--- src/rtl/lt_tpg_pkg.sv ---
package lt_tpg_pkg;

  // Tap mask of a maximal-length Fibonacci LFSR for a given width.
  function automatic logic [15:0] lfsr_taps(input int w);
    logic [15:0] t;
    case (w)
      3:       t = 16'h0006;
      4:       t = 16'h000C;
      5:       t = 16'h0014;
      6:       t = 16'h0030;
      7:       t = 16'h0060;
      8:       t = 16'h00B8;
      9:       t = 16'h0110;
      10:      t = 16'h0240;
      11:      t = 16'h0500;
      12:      t = 16'h0829;
      13:      t = 16'h100D;
      14:      t = 16'h2015;
      15:      t = 16'h6000;
      default: t = 16'hD008;
    endcase
    return t;
  endfunction

endpackage

--- src/rtl/lt_tpg_seed_lfsr.sv ---
module lt_tpg_seed_lfsr #(
  parameter int          W    = 8,
  parameter logic [W-1:0] INIT = 'hA5
) (
  input  logic         clk,
  input  logic         rst_n,
  input  logic         load,
  input  logic         step,
  output logic [W-1:0] q
);
  localparam logic [15:0]  TAPS16 = lt_tpg_pkg::lfsr_taps(W);
  localparam logic [W-1:0] TAPS   = TAPS16[W-1:0];

  logic fb;
  assign fb = ^(q & TAPS);

  always_ff @(posedge clk or negedge rst_n) begin
    if (!rst_n)    q <= INIT;
    else if (load) q <= INIT;
    else if (step) q <= {q[W-2:0], fb};
  end
endmodule

--- src/rtl/lt_tpg_johnson.sv ---
module lt_tpg_johnson #(
  parameter int W = 8
) (
  input  logic         clk,
  input  logic         rst_n,
  input  logic         clr,
  input  logic         step,
  output logic [W-1:0] q,
  output logic         last
);
  localparam logic [W-1:0] LAST_ST = {1'b1, {(W-1){1'b0}}};

  // The final state of a cycle has only the top bit set.
  assign last = (q == LAST_ST);

  always_ff @(posedge clk or negedge rst_n) begin
    if (!rst_n)    q <= '0;
    else if (clr)  q <= '0;
    else if (step) q <= {q[W-2:0], ~q[W-1]};
  end
endmodule

--- src/rtl/lt_tpg_bcast.sv ---
module lt_tpg_bcast #(
  parameter int         W    = 8,
  parameter logic [3:0] MASK = 4'b0110
) (
  input  logic [W-1:0]   gen,
  output logic [4*W-1:0] fan
);
  for (genvar i = 0; i < W; i++) begin : g_chain
    for (genvar k = 0; k < 4; k++) begin : g_copy
      assign fan[4*i+k] = gen[i] ^ MASK[k];
    end
  end
endmodule

--- src/rtl/lt_scan_tpg.sv ---
module lt_scan_tpg #(
  parameter int             CH_W      = 8,
  parameter int             CNT_W     = 16,
  parameter logic [CH_W-1:0] SEED_INIT = 'hA5,
  parameter logic [3:0]     BC_MASK   = 4'b0110
) (
  input  logic              clk,
  input  logic              rst_n,
  input  logic              start,
  input  logic [CNT_W-1:0]  test_len,
  output logic [4*CH_W-1:0] chain_data,
  output logic              chain_valid,
  input  logic              chain_ready,
  output logic              done
);
  logic             run_q, sstep_q, done_q;
  logic [CNT_W-1:0] cnt_q, len_q, cnt_nxt;
  logic [CH_W-1:0]  seed_q, john_q, gen;
  logic             jlast, go, acc, hit;

  assign go      = start & ~run_q;
  assign chain_valid = run_q & ~sstep_q;
  assign acc     = chain_valid & chain_ready;
  assign cnt_nxt = cnt_q + 1'b1;
  assign hit     = (cnt_nxt == len_q);
  assign done    = done_q;

  lt_tpg_seed_lfsr #(.W(CH_W), .INIT(SEED_INIT)) u_seed (
    .clk(clk), .rst_n(rst_n), .load(go), .step(sstep_q), .q(seed_q)
  );

  lt_tpg_johnson #(.W(CH_W)) u_john (
    .clk(clk), .rst_n(rst_n), .clr(go), .step(acc), .q(john_q), .last(jlast)
  );

  assign gen = seed_q ^ john_q;

  lt_tpg_bcast #(.W(CH_W), .MASK(BC_MASK)) u_bcast (
    .gen(gen), .fan(chain_data)
  );

  always_ff @(posedge clk or negedge rst_n) begin
    if (!rst_n) begin
      run_q   <= 1'b0;
      sstep_q <= 1'b0;
      done_q  <= 1'b0;
      cnt_q   <= '0;
      len_q   <= '0;
    end else if (go) begin
      run_q   <= (test_len != '0);
      done_q  <= (test_len == '0);
      sstep_q <= 1'b0;
      cnt_q   <= '0;
      len_q   <= test_len;
    end else begin
      sstep_q <= acc & jlast & ~hit;
      if (acc) begin
        cnt_q <= cnt_nxt;
        if (hit) begin
          run_q  <= 1'b0;
          done_q <= 1'b1;
        end
      end
    end
  end
endmodule

--- config.mk ---
export PLATFORM = sky130hd
export DESIGN_NAME = lt_scan_tpg
export DESIGN_NICKNAME = d
export VERILOG_FILES = /design/src/rtl/lt_tpg_pkg.sv /design/src/rtl/lt_tpg_seed_lfsr.sv /design/src/rtl/lt_tpg_johnson.sv /design/src/rtl/lt_tpg_bcast.sv /design/src/rtl/lt_scan_tpg.sv
export SDC_FILE = /design/constraint.sdc
export NUM_CORES = 1
export LEC_CHECK = 0
export ABC_AREA = 1
export BUFFER_PORTS_ARGS = -buffer_cell sky130_fd_sc_hd__buf_2
export CORE_AREA = 2 2 106 108
export DETAILED_ROUTE_END_ITERATION = 6
export DIE_AREA = 0 0 108 110
export SLEW_MARGIN = 30
export SYNTH_ARGS = -nofsm -noshare
export SYNTH_HDL_FRONTEND = slang
export SYNTH_HIERARCHICAL = 1
export SYNTH_SLANG_ARGS = --single-unit
--- constraint.sdc ---
create_clock -name clk -period 4.6 [get_ports clk]
set_input_delay 0.46 -clock clk [delete_from_list [all_inputs] [get_ports clk]]
set_output_delay 0.46 -clock clk [all_outputs]
set_load 0.02 [all_outputs]
==> summary.md <==
| Metric | Value |
|---|---|
| CTS buffer count | 5 |
| DR vias/cell | 4.576 |
| Yosys cell types | 29 |
| Wire per inst | 12.06 um |
| DR vias | 2,878 |
| Die area | 11,880 sq um |
| Row count | 38 |
| Synth warn | 6 |
| Crit-path slowest cell | clkinv_1 |
| Initial DRC count | roughly 150 |
| Avg Cell Area, Syn | 7.170 sq um |
| Nets | 509 |
| Total Routing Usage GR | 0.1378 |
| Slew HR | 0.5589 |
| H-tree levels | 2 |
| CP max stage delay | 0.69 ns |
| PwrDens | ~480 nW/um^2 |
| CTS tree | done |
| Initial Util | 0.3063 |
| Flops & latches, synth | 51 |
| RSZ-0062 raised after global routing | false |
| CP max FO | 18 |
| Leakage power | approximately 2.0 nW |
| Core area | between 10,000 and 15,000 sq um |
| Worst-path clk slew | ~0.10 ns |
| Seq/Total Area, Yosys | 0.3910 |
| Die width | ~110 um |
| Finish-stage setup viols | 0 |
| First-pass GRT wire length | 13.10 mm |
| Aggregate routed wire length | between 7 and 8 mm |
| Post-Route Setup TNS | 0 ns |
| Critical path launch point type | flop |
| Fin Hold WS | 0.2528 ns |
| Pins Over Slew Limit | 0 |
| Vias in the first global route | 2,730 |
| Fmax | 450.8 MHz |
| GPL Wtd Cong | 0.8650 |
| Worst path required time | 4.85 ns |
| Clock buffer depth | 2 |
| Critical Setup Path Class | flop to flop |
| Worst-Margin Slew | approximately 0.66 ns |
| Area leader, netlist | dfrtp_1 |
| Peak VDD IR | 260.8 uV |
| Post-CTS sizing | 0 |
| Hold/Removal Path Class | input pin to async pin |
| CP Capture Type | flop |
| Residual DRC | 0 |
| Synth area leaders | dfrtp_1, nand2_1, inv_1 |
| Pin count of the biggest net entering global routing | 52 |
| Mapped Cells | 457 |
| # Post-CTS Setup Buffers | 0 |
| Final min period | 2.218 ns |
| Root buf cell | clkbuf_8 |
| Period utilization | 0.4822 |
| Worst clock skew | 0.009053 ns |
| Worst-skew pair later-pin latency | ~0.3 ns |
| Cell mode on critical path | nand2_1 |
| Run status | complete, no violations |
| P&R area growth vs syn | 10.42% |
| Hpwl dp | 5.848 mm |
| Port Buf Inserts | 53 |
| First-pass iteration count of the detailed router | 6 |
| Layout cells sized above 1 | 0.1902 |
| I/O pins | 54 |
| Hold-fix buffers at CTS | 0 |
| Max-Cap Viols | 0 |
| Remaining global-route overflow | 0 |
| Initial antenna violation count | 0 |
| Synth top area share | 0.3589 |
| Number of diodes | 0 |
| Post-Syn Area | 3277 sq um |
| # clock sinks | 51 |
| Routed Antenna Nets | 0 |
| Crit path arrival time | 2.46 ns |
| Worst-path cell chain | inv_1 -> nor2_1 -> nand2_1 -> clkinv_1 -> nand4_1 -> nand3_1 -> nand2_1 |
| Syn nets | 478 |
| Final Hold Viols | 0 |
| Die height | 110 um |
-- worst paths after layout --
check                            start         to  slack (ns)  cells after the start
max in group asynchronous        rst_n   cnt_q[6]        3.89                      2
min                              rst_n  len_q[13]        0.25                      2
min in group clk           test_len[2]   len_q[2]        0.37                      3
max reg2reg                      run_q       done        2.38                      7
max                              run_q       done        2.38                      7
min reg2reg                      run_q      run_q        0.52                      2
-- routing by layer --
metal / global-route usage / wire, um
met1: 0.1993 / 3686
met2: 0.2098 / 3398
met3: 0.01646 / 298
met4: 0.05495 / 199
met5: 0 / 0
-- power breakdown --
part	leakage, nW	total (mW)	switching (mW)	internal, mW
clock network	0.0505	0.288	0.151	0.137
registers	0.663	0.681	0.120	0.560
logic	1.24	0.754	0.500	0.254
-- layout make-up --
class | instances | area [sq um]
Fill cell | 1150 | 7079
Multi-Input combinational cell | 304 | 1515
Sequential cell | 51 | 1281
Timing Repair Buffer | 54 | 272.8
Inverter | 72 | 270.3
Tap cell | 140 | 175.2
Clock buffer | 7 | 96.34
Clock inverter | 1 | 7.507
-- flip-flops by register name, indices dropped and copies added (netlist names) --
register	cells
cnt_q	16
u_seed/q	8
len_q	16
u_john/q	8
done	1
sstep_q	1
run_q	1
-- cell usage after synthesis --
library cell	count
nand3_2	2
o41ai_1	1
dfstp_2	4
nor2_1	29
o22ai_1	14
nand3b_1	5
xor2_1	9
nand4_1	12
nand3_1	41
o21ai_0	21
inv_1	68
nor2_4	3
clkinv_1	1
nor2_2	5
o21ai_2	1
nand2_4	1
buf_4	24
xnor2_1	1
a22oi_1	3
buf_6	1
inv_2	3
o21ai_1	1
nand2_1	141
clkbuf_1	5
nand2_2	10
xnor3_1	1
ha_1	1
nor2_8	2
dfrtp_1	47
-- critical path: cells and delay by family, from the launching register on --
kind / cells / cell delay, ns
and+or+nand+nor: 5 / 1.00
buffers and inverters: 2 / 0.77
DFF: 1 / 0.39
-- kinds of logic after synthesis --
| kind of cell | share of synthesized area |
|---|---|
| AND/OR/NAND/NOR | 0.3524 |
| buffers and inverters | 0.1466 |
| flip-flops | 0.3910 |
| AO/OA/AOI/OAI | 0.07254 |
| XOR/XNOR | 0.03360 |
| adder cells (fa/ha/maj) | 0.003818 |
-- layout by cell type (no fill, tap or decap), drive strengths merged --
master,Yosys,layout
a22oi,3,3
xnor2,1,1
buf,25,54
o21ai,23,23
clkinvlp,0,1
inv,71,71
clkbuf,5,7
nand3b,5,5
dfrtp,47,47
nand4,12,12
nand3,43,43
dfstp,4,4
o22ai,14,14
xnor3,1,1
clkinv,1,1
ha,1,1
o41ai,1,1
xor2,9,9
nor2,39,39
nand2,152,152
-- through the flow --
stage / cell area [sq um] / setup WS (ns) / power [mW] / utilization / cells
after CTS: 3618 / 2.328 / 1.740 / 0.3382 / 629
final: 3618 / 2.382 / 1.723 / 0.3382 / 629
after global placement: 3515 / 2.355 / 1.436 / 0.3285 / 621
after detailed placement: 3515 / 2.305 / 1.449 / 0.3285 / 621
after global routing: 3618 / 2.148 / 1.882 / 0.3382 / 629
after floorplan: 3277 / 2.942 / 1.288 / - / 457
No activity file was read; power rests on OpenSTA's default activity.
